==> src/rtl/tca_pkg.sv <==
package tca_pkg;
   typedef enum logic [1:0] {
      P_ZERO = 2'b00,
      P_ONE  = 2'b01,
      P_MARK = 2'b10,
      P_ERR  = 2'b11
   } pulse_e;
endpackage

==> src/rtl/tca_bcd_field.sv <==
module tca_bcd_field #(
   parameter int DIG_W = 4,
   parameter int MAX   = 59,
   parameter int OUT_W = 6
) (
   input  logic [2*DIG_W-1:0] rec,
   output logic [OUT_W-1:0]   val,
   output logic               ok
);
   localparam int WIDE_W = 2 * DIG_W;

   if (DIG_W < 4) begin : g_bad_dig
      $error("tca_bcd_field: DIG_W must hold a decimal digit");
   end
   if ((1 << OUT_W) <= MAX) begin : g_bad_out
      $error("tca_bcd_field: OUT_W too small for MAX");
   end

   logic [DIG_W-1:0]  units, tens;
   logic [WIDE_W-1:0] wide;

   always_comb begin
      units = rec[DIG_W-1:0];
      tens  = rec[WIDE_W-1:DIG_W];
      wide  = WIDE_W'(tens) * WIDE_W'(10) + WIDE_W'(units);
      ok    = (units <= DIG_W'(9)) && (tens <= DIG_W'(9)) && (wide <= WIDE_W'(MAX));
      val   = OUT_W'(wide);
   end
endmodule

==> src/rtl/tca_frame_seq.sv <==
module tca_frame_seq
   import tca_pkg::*;
#(
   parameter int SLOTS     = 10,
   parameter int ZERO_SLOT = 4,
   parameter int MIN_FRAME = 1,
   parameter int HR_FRAME  = 2,
   parameter int REC_W     = 8
) (
   input  logic             clk,
   input  logic             rst_n,
   input  logic             minute_start,
   input  logic             pulse_vld,
   input  pulse_e           cls,
   output logic [REC_W-1:0] rec_min,
   output logic [REC_W-1:0] rec_hr,
   output logic             done,
   output logic             abort
);
   localparam int SLOT_W = $clog2(SLOTS);
   localparam int FR_W   = $clog2(HR_FRAME + 1);
   localparam logic [SLOT_W-1:0] MARK_IDX = SLOT_W'(SLOTS - 1);
   localparam logic [SLOT_W-1:0] ZERO_IDX = SLOT_W'(ZERO_SLOT);

   if (ZERO_SLOT >= SLOTS - 1 || ZERO_SLOT < 1) begin : g_bad_zero
      $error("tca_frame_seq: ZERO_SLOT must lie inside the frame");
   end
   if (MIN_FRAME >= HR_FRAME || MIN_FRAME < 1) begin : g_bad_frames
      $error("tca_frame_seq: frame order must be blank, minutes, hours");
   end

   logic              active;
   logic [SLOT_W-1:0] slot;
   logic [FR_W-1:0]   frame;
   logic [REC_W-1:0]  rec;
   logic              at_mark, at_zero, bad;

   always_comb begin
      at_mark = (slot == MARK_IDX);
      at_zero = (slot == ZERO_IDX);
      if (cls == P_ERR)  bad = 1'b1;
      else if (at_mark)  bad = (cls != P_MARK) || (frame == '0 && rec != '0);
      else if (at_zero)  bad = (cls != P_ZERO);
      else               bad = (cls == P_MARK);
   end

   always_ff @(posedge clk or negedge rst_n) begin
      if (!rst_n) begin
         active  <= 1'b0;
         slot    <= '0;
         frame   <= '0;
         rec     <= '0;
         rec_min <= '0;
         rec_hr  <= '0;
         done    <= 1'b0;
         abort   <= 1'b0;
      end else begin
         done  <= 1'b0;
         abort <= 1'b0;
         if (minute_start) begin
            active <= 1'b1;
            slot   <= SLOT_W'(1);
            frame  <= '0;
            rec    <= '0;
         end else if (active && pulse_vld) begin
            if (bad) begin
               active <= 1'b0;
               abort  <= 1'b1;
            end else if (at_mark) begin
               slot  <= '0;
               rec   <= '0;
               frame <= frame + 1'b1;
               if (frame == FR_W'(MIN_FRAME)) rec_min <= rec;
               if (frame == FR_W'(HR_FRAME)) begin
                  rec_hr <= rec;
                  active <= 1'b0;
                  done   <= 1'b1;
               end
            end else begin
               slot <= slot + 1'b1;
               if (!at_zero) rec <= {cls == P_ONE, rec[REC_W-1:1]};
            end
         end
      end
   end


   slot_range_chk: assert property (@(posedge clk) disable iff (!rst_n)
      active |-> (slot <= MARK_IDX && frame <= FR_W'(HR_FRAME)));

   done_abort_excl_chk: assert property (@(posedge clk) disable iff (!rst_n)
      !(done && abort));

   idle_after_done_chk: assert property (@(posedge clk) disable iff (!rst_n)
      done |-> !active);
endmodule

==> src/rtl/tca_record_assembler.sv <==
module tca_record_assembler
   import tca_pkg::*;
#(
   parameter int TZ_W          = 5,
   parameter int HOURS_PER_DAY = 24,
   parameter int MIN_PER_HOUR  = 60
) (
   input  logic                               clk,
   input  logic                               rst_n,
   input  logic                               minute_start,
   input  logic                               pulse_vld,
   input  logic [1:0]                         pulse_cls,
   input  logic [TZ_W-1:0]                    tz_num,
   output logic [$clog2(HOURS_PER_DAY)-1:0]   hours,
   output logic [$clog2(MIN_PER_HOUR)-1:0]    minutes,
   output logic                               load,
   output logic                               resync
);
   localparam int DIG_W = 4;
   localparam int REC_W = 2 * DIG_W;
   localparam int HR_W  = $clog2(HOURS_PER_DAY);
   localparam int MIN_W = $clog2(MIN_PER_HOUR);
   localparam int SUM_W = HR_W + 1;

   if (HOURS_PER_DAY > 99 || MIN_PER_HOUR > 99) begin : g_bad_range
      $error("tca_record_assembler: fields hold two BCD digits");
   end

   pulse_e           cls_e;
   logic [REC_W-1:0] rec_min, rec_hr;
   logic             seq_done, seq_abort;
   logic [MIN_W-1:0] min_bin;
   logic [HR_W-1:0]  hr_bin, tz_red, hr_adj;
   logic             min_ok, hr_ok;
   logic [SUM_W-1:0] hr_sum;

   assign cls_e = pulse_e'(pulse_cls);

   tca_frame_seq #(.REC_W(REC_W)) u_seq (
      .clk(clk), .rst_n(rst_n), .minute_start(minute_start),
      .pulse_vld(pulse_vld), .cls(cls_e),
      .rec_min(rec_min), .rec_hr(rec_hr),
      .done(seq_done), .abort(seq_abort)
   );

   tca_bcd_field #(.DIG_W(DIG_W), .MAX(MIN_PER_HOUR - 1), .OUT_W(MIN_W)) u_min (
      .rec(rec_min), .val(min_bin), .ok(min_ok)
   );
   tca_bcd_field #(.DIG_W(DIG_W), .MAX(HOURS_PER_DAY - 1), .OUT_W(HR_W)) u_hr (
      .rec(rec_hr), .val(hr_bin), .ok(hr_ok)
   );

   if ((1 << TZ_W) > HOURS_PER_DAY) begin : g_tz_mod
      assign tz_red = HR_W'(32'(tz_num) % HOURS_PER_DAY);
   end else begin : g_tz_direct
      assign tz_red = HR_W'(tz_num);
   end

   always_comb begin
      hr_sum = SUM_W'(hr_bin) + SUM_W'(HOURS_PER_DAY) - SUM_W'(tz_red);
      if (hr_sum >= SUM_W'(HOURS_PER_DAY)) hr_adj = HR_W'(hr_sum - SUM_W'(HOURS_PER_DAY));
      else                                 hr_adj = HR_W'(hr_sum);
   end

   always_ff @(posedge clk or negedge rst_n) begin
      if (!rst_n) begin
         hours   <= '0;
         minutes <= '0;
         load    <= 1'b0;
         resync  <= 1'b1;
      end else begin
         load <= 1'b0;
         if (minute_start) begin
            resync <= 1'b0;
         end else if (seq_abort) begin
            resync <= 1'b1;
         end else if (seq_done) begin
            if (min_ok && hr_ok) begin
               load    <= 1'b1;
               hours   <= hr_adj;
               minutes <= min_bin;
            end else begin
               resync <= 1'b1;
            end
         end
      end
   end


   load_resync_excl_chk: assert property (@(posedge clk) disable iff (!rst_n)
      !(load && resync));

   load_range_chk: assert property (@(posedge clk) disable iff (!rst_n)
      load |-> (hours < HR_W'(HOURS_PER_DAY) && minutes < MIN_W'(MIN_PER_HOUR)));

   start_clears_chk: assert property (@(posedge clk) disable iff (!rst_n)
      minute_start |=> !resync);

   load_single_chk: assert property (@(posedge clk) disable iff (!rst_n)
      load |=> !load);

   done_outcome_chk: assert property (@(posedge clk) disable iff (!rst_n)
      (seq_done && !minute_start) |=> (load || resync));
endmodule

==> config.mk <==
export PLATFORM = sky130hd
export DESIGN_NAME = tca_record_assembler
export DESIGN_NICKNAME = d
export VERILOG_FILES = /design/src/rtl/tca_pkg.sv /design/src/rtl/tca_bcd_field.sv /design/src/rtl/tca_frame_seq.sv /design/src/rtl/tca_record_assembler.sv
export SDC_FILE = /design/constraint.sdc
export NUM_CORES = 1
export LEC_CHECK = 0
export ABC_AREA = 1
export BUFFER_PORTS_ARGS = -buffer_cell sky130_fd_sc_hd__buf_2
export CORE_ASPECT_RATIO = 0.5
export CORE_UTILIZATION = 55
export CTS_BUF_LIST = sky130_fd_sc_hd__clkbuf_4 sky130_fd_sc_hd__clkbuf_8 sky130_fd_sc_hd__clkbuf_16
export CTS_CLUSTER_SIZE = 8
export DETAILED_ROUTE_END_ITERATION = 12
export HOLD_SLACK_MARGIN = 0.03
export PLACE_DENSITY = 0.77
export SLEW_MARGIN = 5
export SYNTH_ARGS = -nofsm -noshare
export SYNTH_HDL_FRONTEND = slang
export SYNTH_SLANG_ARGS = --single-unit
==> constraint.sdc <==
create_clock -name clk -period 2.5 [get_ports clk]
set_input_delay 0.25 -clock clk [delete_from_list [all_inputs] [get_ports clk]]
set_output_delay 0.25 -clock clk [all_outputs]
set_load 0.03 [all_outputs]
==> results.json, run 1 <==
{
  "synth.distinct_cells": 31,
  "cts_buffer_depth": 2,
  "clock.fmax_mhz": 383,
  "status": "finished with violations",
  "rsz0062_at_grt": "yes",
  "drc": 0,
  "grt_max_degree": 36,
  "p_leak_nw": 2.06,
  "synth_cells": 411,
  "core_um2": 5180,
  "diodes": 0,
  "die_w_um": 108,
  "cts_tree": "done",
  "netlist_area_um2": 3110,
  "async_flop_share_pct": 100,
  "antenna_found_initial": 0,
  "cts.reportedPaths.clkPinSlew_ns": 0.06,
  "finalClockSkew_ns": 0.00599,
  "antenna_left": 0,
  "drive_above_1_share_pct": 23.0,
  "ios": 24,
  "fin_crit_sh_pct": 104,
  "ir_drop_uv": 423,
  "grt_pass1_vias": 2627,
  "finalSetupViolCount": 11,
  "worstPathRequired_ns": 2.72,
  "final_cell_mix": "nand2_1, inv_1, dfrtp_1",
  "syn2layout_area_growth_pct": 21.0,
  "syn_area_per_cell_um2": 7.57,
  "violations": "negative setup slack",
  "rows": 18,
  "p_per_area_nw_per_um2": 442,
  "vias_per_cell": 5.33,
  "start_kind": "flop",
  "place_ws_ns": -0.238,
  "timing.final.ws_setup_ns": -0.110,
  "whs_ns": 0.225,
  "worst_slew_pin_slew_ns": 0.514,
  "final_common_cell": "nand2_1",
  "period_minus_slack_ns": 2.61,
  "cap_violations": 0,
  "cpPeakStageDelay_ns": 0.44,
  "h-tree-depth": 2,
  "routed_wl_mm": 7.07,
  "synth_edf_count": 0,
  "cp.arrival_ns": 2.83,
  "ys.flop_type": "dfrtp_1",
  "crit_top_cell": "nand2_1",
  "root_buffer": "clkbuf_16",
  "finalPower_w": 0.00167,
  "start_util_pct": 60.1,
  "yosysWarnings": 0,
  "fin_area_um2": 3770,
  "utilization_pct": 72.7,
  "crit_chain": "ha_2 > fa_2 > xnor2_4 > ha_1 > inv_2 > ha_4 > a21oi_4 > nand3b_1 > nand2_1 > nand2_1 > o21ai_2 > nand4_1 > nand2_1",
  "grt_first_pass_wirelength_mm": 11.7,
  "avgRoutedWirePerCell_um": 13.4,
  "port_buffers": 23,
  "worst_path_max_delay_cell": "dfrtp_2",
  "slew_headroom_pct": 65.7,
  "clock_latency_ns": 0.29,
  "hold_viol": 0,
  "numCtsBuffers": 5,
  "dieArea_um2": 5980,
  "synth_seq_cells": 46,
  "hpwl_mm": 5.21,
  "drv_slew": 0,
  "num-fill-cells": 373,
  "grt.overflow.total": 0,
  "num-nets-final": 502,
  "min_path_type": "in2reg",
  "seq_area_frac_synth_pct": 37.0,
  "post_dp_cell_area_um2": 3420,
  "syn_nets": 457,
  "end_kind": "flop",
  "cts_sinks": 46,
  "crit_fanout": 4,
  "vias": 2808,
  "die_h_um": 55.2,
  "grt_usage_pct": 26.5,
  "gp_congestion": 0.886,
  "drtIter0Drc": 158,
  "worstSetupPathType": "reg2reg",
  "firstDrtPassIters": 7
}
per-stage QoR:
stage	std cells	TNS (ns)
floorplan	411	0
global placement	510	-0.426
detailed placement	510	-1.40
CTS	524	-0.300
global route	527	-2.01
finish	527	-0.493
cell usage after synthesis, types with 2 or more instances:
| cell | n | area share, % |
|---|---|---|
| buf_6 | 2 | 0.72 |
| a21oi_1 | 4 | 0.64 |
| nand3b_1 | 3 | 0.72 |
| o21ai_0 | 8 | 1.3 |
| ha_1 | 30 | 12 |
| nand2_1 | 146 | 18 |
| xnor2_1 | 2 | 0.56 |
| buf_2 | 4 | 0.64 |
| o21ai_1 | 19 | 3.1 |
| dfrtp_1 | 45 | 36 |
| inv_2 | 8 | 0.97 |
| nand4_1 | 15 | 3.0 |
| inv_1 | 48 | 5.8 |
| nor2_1 | 26 | 3.1 |
| nand3_2 | 4 | 1.3 |
| xor2_1 | 3 | 0.84 |
| nor3_1 | 3 | 0.48 |
| nand2_2 | 2 | 0.40 |
| nor4_1 | 2 | 0.40 |
| clkbuf_1 | 2 | 0.24 |
| fa_1 | 5 | 3.2 |
| nand3_1 | 21 | 3.4 |
final timing paths:
| check | start | end | slack (ns) | cells after the start |
|---|---|---|---|---|
| max reg2reg | u_seq.rec_hr[4] | hours[4] | -0.11 | 13 |
| max | u_seq.rec_hr[4] | hours[4] | -0.11 | 13 |
| max in group asynchronous | rst_n | resync | 1.37 | 3 |
| min in group asynchronous | rst_n | minutes[4] | 0.37 | 2 |
| min | pulse_vld | u_seq.active | 0.23 | 4 |
| min reg2reg | resync | resync | 0.46 | 2 |
power breakdown:
part	internal, W	switching [W]
clock	0.000381	0.000269
sequential	0.000764	0.0000187
combinational	0.0000892	0.000144
final cells by class:
type | count | area [um^2] | share of cell area (%)
well taps | 70 | 87.6 | 2.33
flip-flops and latches | 46 | 1150 | 30.6
inverters | 56 | 210 | 5.58
multi-input cells | 300 | 1870 | 49.6
clock inverters | 2 | 13.8 | 0.365
repair buffers | 47 | 302 | 8.01
clock buffers | 6 | 133 | 3.52
state kept, by name, indices dropped and copies added, names as in the netlist:
| register | count |
|---|---|
| u_seq.rec | 8 |
| u_seq.slot | 4 |
| resync | 1 |
| u_seq.rec_min | 8 |
| u_seq.active | 1 |
| hours | 5 |
| load | 1 |
| u_seq.done | 1 |
| minutes | 6 |
| u_seq.abort | 1 |
| u_seq.frame | 2 |
| u_seq.rec_hr | 8 |
what timing repair did:
action | 4_1_cts | 5_1_grt
pin swaps | 17 | 12
hold endpoints to repair | 11 | 0
setup buffers | 5 | 3
resized for setup | 27 | 6
hold buffers | 1 | 0
endpoints found under the setup margin | 12 | 13
metal layers:
metal  wire length (um)  global-route usage (%)
met2               3440                    48.5
met5                  0                       0
met3                415                    7.26
met4                 64                    6.08
met1               3150                    32.3
critical path, delay by kind of cell, from the launching register on:
| kind | cells | cell delay (ns) |
|---|---|---|
| buffers and inverters | 1 | 0.05 |
| AO/OA/AOI/OAI | 2 | 0.27 |
| AND/OR/NAND/NOR | 5 | 0.46 |
| adder cells (fa/ha/maj) | 4 | 1.15 |
| flip-flops | 1 | 0.44 |
| XOR/XNOR | 1 | 0.17 |
logic make-up (layout without fill, tap and decap cells):
kind of cell | after synthesis | in the layout | synth area share, %
compound gates | 34 | 34 | 6.27
xor+xnor | 5 | 5 | 1.41
fa+ha+maj | 35 | 35 | 15.3
buf+inv | 65 | 111 | 8.60
flops | 46 | 46 | 37.0
simple gates | 226 | 226 | 31.4
(Power assumes the default switching activity.)
==> inputs of run 2 (changes only) <==
--- a/config.mk
+++ b/config.mk
@@ -7,13 +7,16 @@
 export LEC_CHECK = 0
 export ABC_AREA = 1
 export BUFFER_PORTS_ARGS = -buffer_cell sky130_fd_sc_hd__buf_2
+export CELL_PAD_IN_SITES_DETAIL_PLACEMENT = 1
+export CELL_PAD_IN_SITES_GLOBAL_PLACEMENT = 1
 export CORE_ASPECT_RATIO = 0.5
-export CORE_UTILIZATION = 55
+export CORE_UTILIZATION = 40
 export CTS_BUF_LIST = sky130_fd_sc_hd__clkbuf_4 sky130_fd_sc_hd__clkbuf_8 sky130_fd_sc_hd__clkbuf_16
 export CTS_CLUSTER_SIZE = 8
 export DETAILED_ROUTE_END_ITERATION = 12
 export HOLD_SLACK_MARGIN = 0.03
-export PLACE_DENSITY = 0.77
+export PLACE_DENSITY_LB_ADDON = 0.1
+export RECOVER_POWER = 100
 export SLEW_MARGIN = 5
 export SYNTH_ARGS = -nofsm -noshare
 export SYNTH_HDL_FRONTEND = slang
==> run 2 against run 1 <==
  * The run still ends with negative setup slack left
  * Critical path type unchanged
  * Largest power group unchanged
  * Critical path depth grew 4
  * Sequential share of layout area is 1.5 points lower
  * Utilization is 19 points lower
==> results.json, run 2 (synthesis results as in run 1) <==
{
  "status": "finished with violations",
  "violations": "negative setup slack",
  "antenna_left": 0,
  "syn2layout_area_growth_pct": 27.2,
  "drv_slew": 0,
  "die_h_um": 64.4,
  "swShare_pct": 26.1,
  "cp.arrival_ns": 2.89,
  "num-fill-cells": 935,
  "worstSetupPathType": "reg2reg",
  "pwr-share-comb_pct": 13.9,
  "cts_buffer_depth": 2,
  "p_switching_w": 0.000472,
  "dp_cells": 536,
  "rows": 22,
  "h-tree-depth": 2,
  "fin_crit_sh_pct": 106,
  "period_minus_slack_ns": 2.66,
  "grt_usage_pct": 21.8,
  "num-nets-final": 510,
  "clock.fmax_mhz": 376,
  "antenna_found_initial": 0,
  "worst_slew_pin_slew_ns": 0.860,
  "grt_max_degree": 32,
  "largest_registers": "u_seq.rec: 8 flops, u_seq.rec_hr: 8 flops, u_seq.rec_min: 8 flops",
  "root_buffer": "clkbuf_16",
  "worstPathRequired_ns": 2.73,
  "finalClockSkew_ns": 0.00527,
  "vias": 2838,
  "numCtsBuffers": 5,
  "end_kind": "flop",
  "place_ws_ns": -0.340,
  "grt.overflow.total": 0,
  "internal-power_w": 0.00133,
  "rsz0062_at_grt": "yes",
  "slew_headroom_pct": 42.7,
  "p_leak_nw": 2.05,
  "grt_first_pass_wirelength_mm": 13.8,
  "dieArea_um2": 8160,
  "clockPowerShare_pct": 42.8,
  "gp_congestion": 0.861,
  "drc": 0,
  "min_path_type": "in2reg",
  "avgRoutedWirePerCell_um": 15.0,
  "start_kind": "flop",
  "finalSetupViolCount": 13,
  "vias_per_cell": 5.06,
  "drive_above_1_share_pct": 23.2,
  "firstDrtPassIters": 4,
  "final_common_cell": "nand2_1",
  "start_util_pct": 41.9,
  "grt_pass1_vias": 2945,
  "port_buffers": 23,
  "ir_drop_uv": 256,
  "hpwl_mm": 6.33,
  "timing.final.ws_setup_ns": -0.159,
  "crit_fanout": 4,
  "cts_sinks": 46,
  "fin_area_um2": 3960,
  "ios": 24,
  "cts.reportedPaths.clkPinSlew_ns": 0.07,
  "post_dp_cell_area_um2": 3450,
  "cts_tree": "done",
  "diodes": 0,
  "seq_power_share_pct": 43.3,
  "utilization_pct": 53.3,
  "final_cell_mix": "nand2_1, inv_1, dfrtp_1",
  "hold_viol": 0,
  "drtIter0Drc": 82,
  "p_per_area_nw_per_um2": 456,
  "die_w_um": 127,
  "routed_wl_mm": 8.41,
  "clock_latency_ns": 0.29,
  "cap_violations": 0,
  "fin_cells": 561,
  "core_um2": 7430
}
run 2: cell count changes in the layout (fill, tap and decap cells not counted), moves of 2 or more:
| cell | change |
|---|---|
| ha_1 | -2 |
| o21ai_1 | -2 |
| nand2_4 | +3 |
| buf_2 | -14 |
| clkbuf_1 | +14 |
| nand2_2 | +4 |
| ha_4 | +3 |
| nand2_1 | -7 |
| o21ai_0 | +2 |
| buf_6 | +4 |
run 2: through the flow:
step	TNS, ns	hold slack [ns]	power, W
4_1_cts	-0.898	0.206	0.00183
6_report	-1.79	0.209	0.00181
5_1_grt	-6.32	0.248	0.00190
3_5_place_dp	-2.44	0.186	0.00102
3_3_place_gp	-0.948	0.176	0.00100
2_1_floorplan	0	-0.0456	0.000941
run 2: layout make-up:
class	count	area, um^2	area share (%)
Multi-Input combinational cell	301	1950	49.1
Sequential cell	46	1150	29.1
Timing Repair Buffer	54	362	9.13
Inverter	56	210	5.31
Clock buffer	5	125	3.16
Tap cell	96	120	3.03
Clock inverter	3	43.8	1.11
run 2: worst paths after layout:
kind	from	to	slack (ns)	cells after the start
worst max-delay path	u_seq.rec_hr[6]	hours[3]	-0.16	17
worst min-delay path	pulse_vld	u_seq.active	0.21	4
worst max register to register	u_seq.rec_hr[6]	hours[3]	-0.16	17
worst min register to register	resync	resync	0.47	2
max in group asynchronous	rst_n	u_seq.rec[4]	0.63	3
min in group asynchronous	rst_n	load	0.58	2
run 2: critical path: stages, from the launching register on:
cell,delay [ns]
dfrtp_1,0.42
ha_4,0.26
ha_4,0.27
nand2_2,0.08
nand2_4,0.07
o21ai_2,0.19
nand2_4,0.08
ha_4,0.26
inv_2,0.03
ha_4,0.29
nand3_2,0.09
nand2_1,0.06
nand2_1,0.06
nand2_2,0.08
nor2_1,0.05
a21oi_1,0.11
nand4_1,0.11
nand2_1,0.08
run 2: power groups by stage:
| stage | clock [W] | combinational, W | sequential, W |
|---|---|---|---|
| final | 0.000773 | 0.000250 | 0.000783 |
| after floorplan | 0 | 0.000143 | 0.000798 |
| after global routing | 0.000827 | 0.000283 | 0.000785 |
| after CTS | 0.000800 | 0.000248 | 0.000782 |
| after detailed placement | 0 | 0.000219 | 0.000797 |
| after global placement | 0 | 0.000206 | 0.000795 |
run 2: timing repair:
action | in CTS | in global routing
hold endpoints to repair | 15 | 0
hold buffers | 1 | 0
cloned | 1 | 1
setup endpoints to repair | 13 | 13
pin swaps | 17 | 19
gates resized for setup | 30 | 25
setup buffers | 5 | 9
run 2: layer usage:
metal / vias to the layer above / track usage, % / wire length [um]
met5: - / 0 / 0
met4: 0 / 5.65 / 106
met3: 12 / 4.86 / 235
met2: 38 / 38.5 / 4060
met1: 1370 / 27.0 / 4010
li1: 1418 / - / -
